[src/rtl/xmem_irq_pkg.sv]
package xmem_irq_pkg;
  localparam int NSRC = 5;
  localparam int SRC_ERR = 0;
  localparam int SRC_RDF = 1;
  localparam int SRC_WRF = 2;
  localparam int SRC_DRD = 3;
  localparam int SRC_DWR = 4;

  localparam int NCAUSE   = 3;
  localparam int CZ_WFULL = 0;
  localparam int CZ_RSTALL = 1;
  localparam int CZ_TMO   = 2;

  localparam int A_RAW    = 0;
  localparam int A_MASK   = 1;
  localparam int A_MASKED = 2;
  localparam int A_CAUSE  = 3;
  localparam int A_CTRL   = 4;
  localparam int A_WAIT   = 5;

  localparam int RT_LSB = 8;

  // Read source: fill level has reached a nonzero trigger.
  function automatic logic rd_trig_hit(input int unsigned lvl, input int unsigned trig);
    return (trig != 0) && (lvl >= trig);
  endfunction

  // Write source: free space has dropped to a nonzero trigger or below.
  function automatic logic wr_trig_hit(input int unsigned free_n, input int unsigned trig);
    return (trig != 0) && (free_n <= trig);
  endfunction

  // Sticky bit with write-1 clear; a set in the same cycle wins.
  function automatic logic w1c_next(input logic q, input logic set, input logic clr);
    return set | (q & ~clr);
  endfunction
endpackage

[src/rtl/xmi_sticky_bank.sv]
module xmi_sticky_bank #(
  parameter int N = 2
) (
  input  logic         clk,
  input  logic         rst_n,
  input  logic [N-1:0] set,
  input  logic [N-1:0] clr,
  output logic [N-1:0] q
);
  import xmem_irq_pkg::*;

  for (genvar g = 0; g < N; g++) begin : g_bit
    logic bit_q;
    always_ff @(posedge clk) begin
      if (!rst_n) bit_q <= 1'b0;
      else        bit_q <= w1c_next(bit_q, set[g], clr[g]);
    end
    assign q[g] = bit_q;
  end
endmodule

[src/rtl/xmi_wait_timer.sv]
module xmi_wait_timer #(
  parameter int WAIT_W = 16
) (
  input  logic              clk,
  input  logic              rst_n,
  input  logic [WAIT_W-1:0] limit,
  input  logic              busy,
  input  logic              ready,
  output logic              tmo_pulse
);
  logic [WAIT_W-1:0] cnt_q;
  logic              fired_q;
  logic              stall;
  logic              armed;

  assign stall     = busy & ~ready;
  assign armed     = |limit;
  assign tmo_pulse = stall & armed & ~fired_q & (cnt_q >= limit);

  always_ff @(posedge clk) begin
    if (!rst_n) begin
      cnt_q   <= '0;
      fired_q <= 1'b0;
    end else if (!stall || !armed) begin
      cnt_q   <= '0;
      fired_q <= 1'b0;
    end else if (tmo_pulse) begin
      fired_q <= 1'b1;
    end else if (!fired_q && (cnt_q < limit)) begin
      cnt_q <= cnt_q + 1'b1;
    end
  end
endmodule

[src/rtl/xmi_regfile.sv]
module xmi_regfile #(
  parameter int DATA_W = 32,
  parameter int ADDR_W = 3,
  parameter int LVL_W  = 8,
  parameter int WAIT_W = 16
) (
  input  logic                          clk,
  input  logic                          rst_n,
  input  logic                          reg_we,
  input  logic [ADDR_W-1:0]             reg_addr,
  input  logic [DATA_W-1:0]             reg_wdata,
  output logic [xmem_irq_pkg::NSRC-1:0] mask_q,
  output logic                          wfull_en,
  output logic                          rstall_en,
  output logic [LVL_W-1:0]              rd_trig,
  output logic [LVL_W-1:0]              wr_trig,
  output logic [WAIT_W-1:0]             wait_lim,
  output logic [xmem_irq_pkg::NCAUSE-1:0] cause_clr,
  output logic [1:0]                    dma_clr
);
  import xmem_irq_pkg::*;

  localparam int WT_LSB = RT_LSB + LVL_W;

  logic wr_mask, wr_ctrl, wr_wait, wr_cause;
  logic unused_wdata;

  assign wr_mask  = reg_we && (reg_addr == ADDR_W'(A_MASK));
  assign wr_ctrl  = reg_we && (reg_addr == ADDR_W'(A_CTRL));
  assign wr_wait  = reg_we && (reg_addr == ADDR_W'(A_WAIT));
  assign wr_cause = reg_we && (reg_addr == ADDR_W'(A_CAUSE));

  assign cause_clr = wr_cause ? reg_wdata[NCAUSE-1:0] : '0;
  assign dma_clr   = wr_cause ? reg_wdata[SRC_DWR:SRC_DRD] : '0;
  assign unused_wdata = ^reg_wdata;

  always_ff @(posedge clk) begin
    if (!rst_n) begin
      mask_q    <= '0;
      wfull_en  <= 1'b0;
      rstall_en <= 1'b0;
      rd_trig   <= '0;
      wr_trig   <= '0;
      wait_lim  <= '0;
    end else begin
      if (wr_mask) mask_q <= reg_wdata[NSRC-1:0];
      if (wr_ctrl) begin
        wfull_en  <= reg_wdata[0];
        rstall_en <= reg_wdata[1];
        rd_trig   <= reg_wdata[RT_LSB +: LVL_W];
        wr_trig   <= reg_wdata[WT_LSB +: LVL_W];
      end
      if (wr_wait) wait_lim <= reg_wdata[WAIT_W-1:0];
    end
  end
endmodule

[src/rtl/xmem_irq_ctrl.sv]
module xmem_irq_ctrl #(
  parameter int DATA_W = 32,
  parameter int ADDR_W = 3,
  parameter int LVL_W  = 8,
  parameter int WAIT_W = 16
) (
  input  logic              clk,
  input  logic              rst_n,
  input  logic              reg_we,
  input  logic [ADDR_W-1:0] reg_addr,
  input  logic [DATA_W-1:0] reg_wdata,
  output logic [DATA_W-1:0] reg_rdata,
  input  logic              wf_full,
  input  logic              rd_stall,
  input  logic              bus_busy,
  input  logic              bus_ready,
  input  logic [LVL_W-1:0]  rf_level,
  input  logic [LVL_W-1:0]  wf_free,
  input  logic              dma_rd_done,
  input  logic              dma_wr_done,
  output logic              irq
);
  import xmem_irq_pkg::*;

  localparam int WT_LSB = RT_LSB + LVL_W;

  logic [NSRC-1:0]   mask_q;
  logic              wfull_en, rstall_en;
  logic [LVL_W-1:0]  rd_trig, wr_trig;
  logic [WAIT_W-1:0] wait_lim;
  logic [NCAUSE-1:0] cause_clr, cause_set, cause_q;
  logic [1:0]        dma_clr, dma_set, dma_q;
  logic              wfull_set, rstall_set, tmo_pulse;
  logic              rf_hit_q, wf_hit_q;
  logic [NSRC-1:0]   raw, masked;
  logic [DATA_W-1:0] ctrl_word;

  xmi_regfile #(
    .DATA_W(DATA_W), .ADDR_W(ADDR_W), .LVL_W(LVL_W), .WAIT_W(WAIT_W)
  ) u_regs (
    .clk(clk), .rst_n(rst_n),
    .reg_we(reg_we), .reg_addr(reg_addr), .reg_wdata(reg_wdata),
    .mask_q(mask_q), .wfull_en(wfull_en), .rstall_en(rstall_en),
    .rd_trig(rd_trig), .wr_trig(wr_trig), .wait_lim(wait_lim),
    .cause_clr(cause_clr), .dma_clr(dma_clr)
  );

  xmi_wait_timer #(.WAIT_W(WAIT_W)) u_timer (
    .clk(clk), .rst_n(rst_n), .limit(wait_lim),
    .busy(bus_busy), .ready(bus_ready), .tmo_pulse(tmo_pulse)
  );

  assign wfull_set  = wf_full & wfull_en;
  assign rstall_set = rd_stall & rstall_en;

  always_comb begin
    cause_set            = '0;
    cause_set[CZ_WFULL]  = wfull_set;
    cause_set[CZ_RSTALL] = rstall_set;
    cause_set[CZ_TMO]    = tmo_pulse;
  end

  assign dma_set = {dma_wr_done, dma_rd_done};

  xmi_sticky_bank #(.N(NCAUSE)) u_cause (
    .clk(clk), .rst_n(rst_n), .set(cause_set), .clr(cause_clr), .q(cause_q)
  );

  xmi_sticky_bank #(.N(2)) u_dma (
    .clk(clk), .rst_n(rst_n), .set(dma_set), .clr(dma_clr), .q(dma_q)
  );

  always_ff @(posedge clk) begin
    if (!rst_n) begin
      rf_hit_q <= 1'b0;
      wf_hit_q <= 1'b0;
    end else begin
      rf_hit_q <= rd_trig_hit(32'(rf_level), 32'(rd_trig));
      wf_hit_q <= wr_trig_hit(32'(wf_free), 32'(wr_trig));
    end
  end

  always_comb begin
    raw          = '0;
    raw[SRC_ERR] = |cause_q;
    raw[SRC_RDF] = rf_hit_q;
    raw[SRC_WRF] = wf_hit_q;
    raw[SRC_DRD] = dma_q[0];
    raw[SRC_DWR] = dma_q[1];
  end

  assign masked = raw & mask_q;
  assign irq    = |masked;

  always_comb begin
    ctrl_word                   = '0;
    ctrl_word[0]                = wfull_en;
    ctrl_word[1]                = rstall_en;
    ctrl_word[RT_LSB +: LVL_W]  = rd_trig;
    ctrl_word[WT_LSB +: LVL_W]  = wr_trig;
  end

  always_comb begin
    reg_rdata = '0;
    case (reg_addr)
      ADDR_W'(A_RAW):    reg_rdata = DATA_W'(raw);
      ADDR_W'(A_MASK):   reg_rdata = DATA_W'(mask_q);
      ADDR_W'(A_MASKED): reg_rdata = DATA_W'(masked);
      ADDR_W'(A_CAUSE):  reg_rdata = DATA_W'({dma_q, cause_q});
      ADDR_W'(A_CTRL):   reg_rdata = ctrl_word;
      ADDR_W'(A_WAIT):   reg_rdata = DATA_W'(wait_lim);
      default:           reg_rdata = '0;
    endcase
  end
endmodule

[config.mk]
export PLATFORM = sky130hd
export DESIGN_NAME = xmem_irq_ctrl
export DESIGN_NICKNAME = d
export VERILOG_FILES = /design/src/rtl/xmem_irq_pkg.sv /design/src/rtl/xmi_sticky_bank.sv /design/src/rtl/xmi_wait_timer.sv /design/src/rtl/xmi_regfile.sv /design/src/rtl/xmem_irq_ctrl.sv
export SDC_FILE = /design/constraint.sdc
export NUM_CORES = 1
export LEC_CHECK = 0
export BUFFER_PORTS_ARGS = -buffer_cell sky130_fd_sc_hd__buf_4
export CORE_MARGIN = 5
export CORE_UTILIZATION = 40
export CTS_BUF_LIST = sky130_fd_sc_hd__clkbuf_8
export DETAILED_ROUTE_END_ITERATION = 7
export PLACE_DENSITY_LB_ADDON = 0.3
export SYNTH_ARGS = -nofsm -noshare
export SYNTH_HDL_FRONTEND = slang
export SYNTH_SLANG_ARGS = --single-unit
[constraint.sdc]
create_clock -name clk -period 3.7 [get_ports clk]
set_input_delay 0.37 -clock clk [delete_from_list [all_inputs] [get_ports clk]]
set_output_delay 0.37 -clock clk [all_outputs]
set_load 0.005 [all_outputs]
After elaboration in Yosys (flattened, before gate mapping):

Index checks and enable logic that the tools add are counted.

* flip-flop bits (word level): 63
* word-level logic and storage cells: 73
* output and inout port bits: 33
* input bits: 60

* bitwise gates (word level): 26
* magnitude comparators: 4
* mux-type cells: 3
* equal/unequal tests: 5
* reduce and logical (&&, ||, !) cells: 19
* add/sub/neg operators: 1

Operators with widths (count)
* case mux 24 bit (6 select lines): 1
* adder 16 x 1 -> 16 bit, second input constant: 1
* >= comparator 16 bit: 1
* less-than comparator 16 bit: 1
* nonzero test 8 bit: 2
* OR reduction 16 bit: 1
* bitwise AND 1 bit: 11
* inverter 1 bit: 9
* >= comparator 8 bit: 1
* <= comparator 8 bit: 1
* logical AND 1 bit: 7
* equality test 3 x 2 -> 1 bit, second input constant: 2
* equality test 3 bit, second input constant: 2
* bitwise AND 5 bit: 1
* bitwise OR 1 bit: 5
* OR reduction 5 bit: 1
* equality test 3 x 1 -> 1 bit, second input constant: 1
* logical NOT 1 bit: 3
* logical NOT 3 bit: 1
* two-way mux 3 bit: 1
* OR reduction 3 bit: 1
* two-way mux 2 bit: 1
* AND reduction 2 bit: 1
* OR reduction 2 bit: 1
* logical OR 1 bit: 1

Longest topological paths before layout:

* word-level depth: 7
* depth in mapped cells: 10
* gate-level depth less buffers: 8

Modules after synthesis:

From an unflattened synthesis, not the netlist that was laid out.

* cell total of the unflattened synthesis: 488
* area total of the unflattened synthesis: 4075.2 um2

By module, submodules not included
* xmi_regfile: cells an instance 162, seq. area each 780.7 um2, area an instance 1576.5 um2, instances 1
* xmi_wait_timer: cells an instance 161, seq. area each 340.3 um2, area an instance 1242.4 um2, instances 1
* xmem_irq_ctrl: cells an instance 145, seq. area each 40.0 um2, area an instance 1012.2 um2, instances 1
* xmi_sticky_bank (u_cause): cells an instance 12, seq. area each 60.1 um2, area an instance 146.4 um2, instances 1
* xmi_sticky_bank (u_dma): cells an instance 8, seq. area each 40.0 um2, area an instance 97.6 um2, instances 1

Least setup slack after synthesis:

OpenSTA, ideal clock, no wires.

* kind: reg-to-reg
* from: register u_regs.wait_lim[1]
* to: register u_timer.cnt_q[7]
* setup time: 0.123 ns
* period minus slack after synthesis: 2.463 ns
* stages on the path, launching flop included: 10
* path buffers: 1
* arrival: 2.340 ns
* slack: 1.237 ns
* data required time: 3.577 ns
* cells stage by stage: dfxtp_1 inv_1 ha_1 nor2b_1 o211ai_1 a2111oi_0 or4b_1 clkbuf_2 or3_1 mux2_1

* longest elaborated chain between the ends: 6
* elaborated cells on any way between the ends: 12
* classes of those cells: order compare: 2; bitwise: 4; reduce/logical: 6

Ends and longest elaborated chain
* start, declared: RTL line xmi_regfile.sv:17 `output logic [WAIT_W-1:0] wait_lim,`
* start signal, assigned: RTL line xmi_regfile.sv:53 `if (wr_wait) wait_lim <= reg_wdata[WAIT_W-1:0];`
* branches (longest 6 deep; another with >= comparator 16 bit)
* end signal, assigned: RTL line xmi_wait_timer.sv:30 `cnt_q <= cnt_q + 1'b1;`
* end, declared: RTL line xmi_wait_timer.sv:11 `logic [WAIT_W-1:0] cnt_q;`

Several ways; the timed one is not identified.
A chain may end at the register's enable or synchronous reset.

Final worst setup path:

* from: register u_regs.wait_lim[7]
* to: register u_timer.cnt_q[7]

The elaborated chain is that of the path after synthesis.

==> flow_metrics.env <==
export IMPL_finalSetupTns_ps=0
export IMPL_cts_sink_count=63
export IMPL_dieHeight_um=107
export IMPL_finalInstanceArea_sq_mm=0.00461
export IMPL_clock_skew_ps=9.44
export IMPL_cts_resized=0
export IMPL_syn_inst=479
export IMPL_cts_tree="built"
export IMPL_grt_util_all_layers_pct=17.8
export IMPL_wl_per_cell_um=14.5
export IMPL_start_kind="flop"
export IMPL_dpl_hpwl_um=7440
export IMPL_rr_worst_depth=8
export IMPL_overflow=0
export IMPL_cap_violations=0
export IMPL_worst_slew_pin_slew_ps=885
export IMPL_nets=636
export IMPL_maxSlewViolCount=0
export IMPL_yosys_area_top_type="dfxtp_1"
export IMPL_areaGrowthSynthToFinish_pct=21.6
export IMPL_holdBufCountCts=0
export IMPL_ys_flop_type="dfxtp_1"
export IMPL_cts_made_buffers=9
export IMPL_dr_pass1_iters=4
export IMPL_setup_viol=0
export IMPL_dp_slack_ps=720
export IMPL_synth_area_sq_mm=0.00379
export IMPL_port_buffer_count=76
export IMPL_syn_area_per_cell_sq_um=7.91
export IMPL_cts_setup_buffers=0
export IMPL_yosys_warnings=0
export IMPL_fmax_ghz=0.329
export IMPL_antenna_cells=0
export IMPL_drt_wl_total_um=9790
export IMPL_cts_max_path_buffers=2
export IMPL_synth_seq_area_share_pct=33.3
export IMPL_die_width_um=107
export IMPL_finalHoldViolCount=0
export IMPL_cp_end_kind="flop"
export IMPL_finalCritPeriodShare_pct=82.1
export IMPL_cts_root_buf="clkbuf_8"
export IMPL_synth_top_area_share_pct=33.3
export IMPL_finalWorstSetupSlack_ps=664
export IMPL_io_pins=93
export IMPL_min_period_ps=3040
export IMPL_core_area_sq_mm=0.00924
export IMPL_r2r_end="u_timer.cnt_q[7]$_SDFFE_PP0P_"
export IMPL_swShare_pct=27.3
export IMPL_p_int_w=0.00109
export IMPL_drt_iter0_drc=160
export IMPL_synth_area_leaders="dfxtp_1, ha_1, nand2_1, a21boi_1, a21oi_1"
export IMPL_async_flop_share_pct=0
export IMPL_switchingPower_w=0.000410
export IMPL_r2r_start="u_regs.wait_lim[7]$_SDFFE_PN0P_"
export IMPL_ant_nets=0
export IMPL_grt_pass1_vias=3482
export IMPL_placed_area_sq_mm=0.00441
export IMPL_cp_max_fo=29
export IMPL_power_density_mw_per_mm2=326
export IMPL_fin_util_pct=49.8
export IMPL_rsz0062_at_grt="no"
export IMPL_grt_first_pass_wirelength_um=16700
export IMPL_hold_class="primary input to flop"
export IMPL_synth_edf_count=0
export IMPL_crit_path_end="u_timer.cnt_q[7]$_SDFFE_PP0P_"
export IMPL_worst_ir_drop_vdd_mv=0.165
export IMPL_via_count=3583
export IMPL_antenna_found_initial=0
export IMPL_rrSetupSlack_ps=660
export IMPL_drc_errors=0
export IMPL_ys_ff_latch=63
export IMPL_via_per_inst=5.29
export IMPL_p_leak_nw=1.79
export IMPL_routabilityCongestion=0.827
export IMPL_clk_pin_slew_worst_paths_ps=80
export IMPL_grt_max_degree=48
export IMPL_slew_headroom_pct=41.0
export IMPL_synth_cell_type_count=49
export IMPL_clock_latency_ps=340
export IMPL_drive_gt1_share_pct=17.2
export IMPL_crit_required_ps=3930
export IMPL_status="finished clean"
export IMPL_rows=35
export IMPL_worstPathArrival_ps=3270
export IMPL_critPathKind="flop to flop"
export IMPL_comb_power_share_pct=13.1
export IMPL_crit_path_start="u_regs.wait_lim[7]$_SDFFE_PN0P_"
export IMPL_start_util_pct=41.0
export IMPL_h_tree_depth=3
export IMPL_clkPwrFrac_pct=40.0
export IMPL_power_w=0.00150
export IMPL_power_frac_seq_pct=46.9
export IMPL_die_area_sq_mm=0.0115
metrics by stage:
stage,std cells,hold WS (ps)
2_1_floorplan,486,443
3_3_place_gp,661,457
3_5_place_dp,661,465
4_1_cts,677,248
5_1_grt,677,258
6_report,677,253
how the worst min path moves through the flow:
stage	cells after the start	end	slack, ps	from
floorplan	2	u_regs.wr_trig[4]$_SDFFE_PN0P_	440	u_regs.wr_trig[4]$_SDFFE_PN0P_
global placement	2	u_regs.rd_trig[4]$_SDFFE_PN0P_	460	u_regs.rd_trig[4]$_SDFFE_PN0P_
detailed placement	2	u_regs.wr_trig[7]$_SDFFE_PN0P_	470	u_regs.wr_trig[7]$_SDFFE_PN0P_
CTS	3	u_dma.g_bit[0].bit_q$_SDFF_PN0_	250	dma_rd_done
global route	3	u_dma.g_bit[1].bit_q$_SDFF_PN0_	260	dma_wr_done
finish	3	u_dma.g_bit[0].bit_q$_SDFF_PN0_	250	dma_rd_done
layout by cell type, fill, tap and decap left out, types with 2 or more instances in the layout:
cell	count
nand2_1	89
buf_4	77
dfxtp_1	63
inv_1	36
a21boi_1	34
ha_1	33
a21oi_1	29
nor2_1	16
nor2b_1	13
or4_1	12
and2_1	9
a22o_1	9
nand4_1	9
nand3_1	9
o31ai_1	9
clkbuf_8	9
conb_1	8
a21o_1	7
mux2i_1	7
nor4_1	7
o21ai_1	6
or3_1	6
o21ai_0	5
nor3_1	5
a22oi_1	5
clkinvlp_4	4
xnor2_1	2
o221ai_1	2
o211ai_1	2
nand2b_1	2
o21a_1	2
and3_1	2
power by group through the flow:
| stage | Sequential, W | Clock [W] | Combinational [W] |
|---|---|---|---|
| 2_1_floorplan | 0.000715 | 0 | 0.000126 |
| 3_3_place_gp | 0.000720 | 0 | 0.000191 |
| 3_5_place_dp | 0.000720 | 0 | 0.000196 |
| 4_1_cts | 0.000704 | 0.000606 | 0.000197 |
| 5_1_grt | 0.000706 | 0.000638 | 0.000222 |
| 6_report | 0.000705 | 0.000602 | 0.000197 |
logic make-up after synthesis:
kind of cell	Yosys count	synth area share [%]
buf+inv	67	7.53
mux	8	2.15
simple gates	185	23.9
flops	63	33.3
other cells	1	0.0990
xor+xnor	2	0.463
compound gates	120	21.7
fa+ha+maj	33	10.9
worst max-delay path: stages, from the launching register on:
cell and delay (ps):
dfxtp_1 380, inv_1 80, ha_1 330, a21oi_1 150
o21a_1 160, o311ai_0 130, or4b_1 910, or3_1 480
mux2_1 310
registers in the layout, summed over array words and instances (netlist names):
name	cells
u_regs.wait_lim	16
u_regs.rstall_en	1
u_regs.mask_q	5
u_timer.fired_q	1
u_regs.wr_trig	8
u_regs.wfull_en	1
wf_hit_q	1
u_timer.cnt_q	16
u_regs.rd_trig	8
u_cause.g_bit.bit_q	3
rf_hit_q	1
u_dma.g_bit.bit_q	2
final cells by class:
cell class | instances | area [sq um]
Multi-Input combinational cell | 356 | 2270
Sequential cell | 63 | 1260
Tap cell | 129 | 161
Clock buffer | 9 | 124
Clock inverter | 7 | 73.8
Timing Repair Buffer | 77 | 578
Inverter | 36 | 135
Fill cell | 895 | 4630
synth_stat cells, drive strengths merged, types with 9 or more instances:
| cell | number |
|---|---|
| a21oi | 29 |
| nand2 | 89 |
| o31ai | 9 |
| ha | 33 |
| nor2b | 13 |
| buf | 10 |
| nand4 | 9 |
| nand3 | 9 |
| and2 | 9 |
| a21boi | 34 |
| a22o | 9 |
| dfxtp | 63 |
| or4 | 12 |
| nor2 | 16 |
| clkbuf | 21 |
| inv | 36 |
| o21ai | 11 |
layer usage:
layer  up-vias  routed length, um  global-route usage, %
met5         -                  0                      0
met4         0                198                   6.76
met3        14                614                   3.78
met2       110               4460                   27.9
met1      1664               4520                   23.8
li1       1795                  -                      -
No activity file was read; power rests on OpenSTA's default activity.
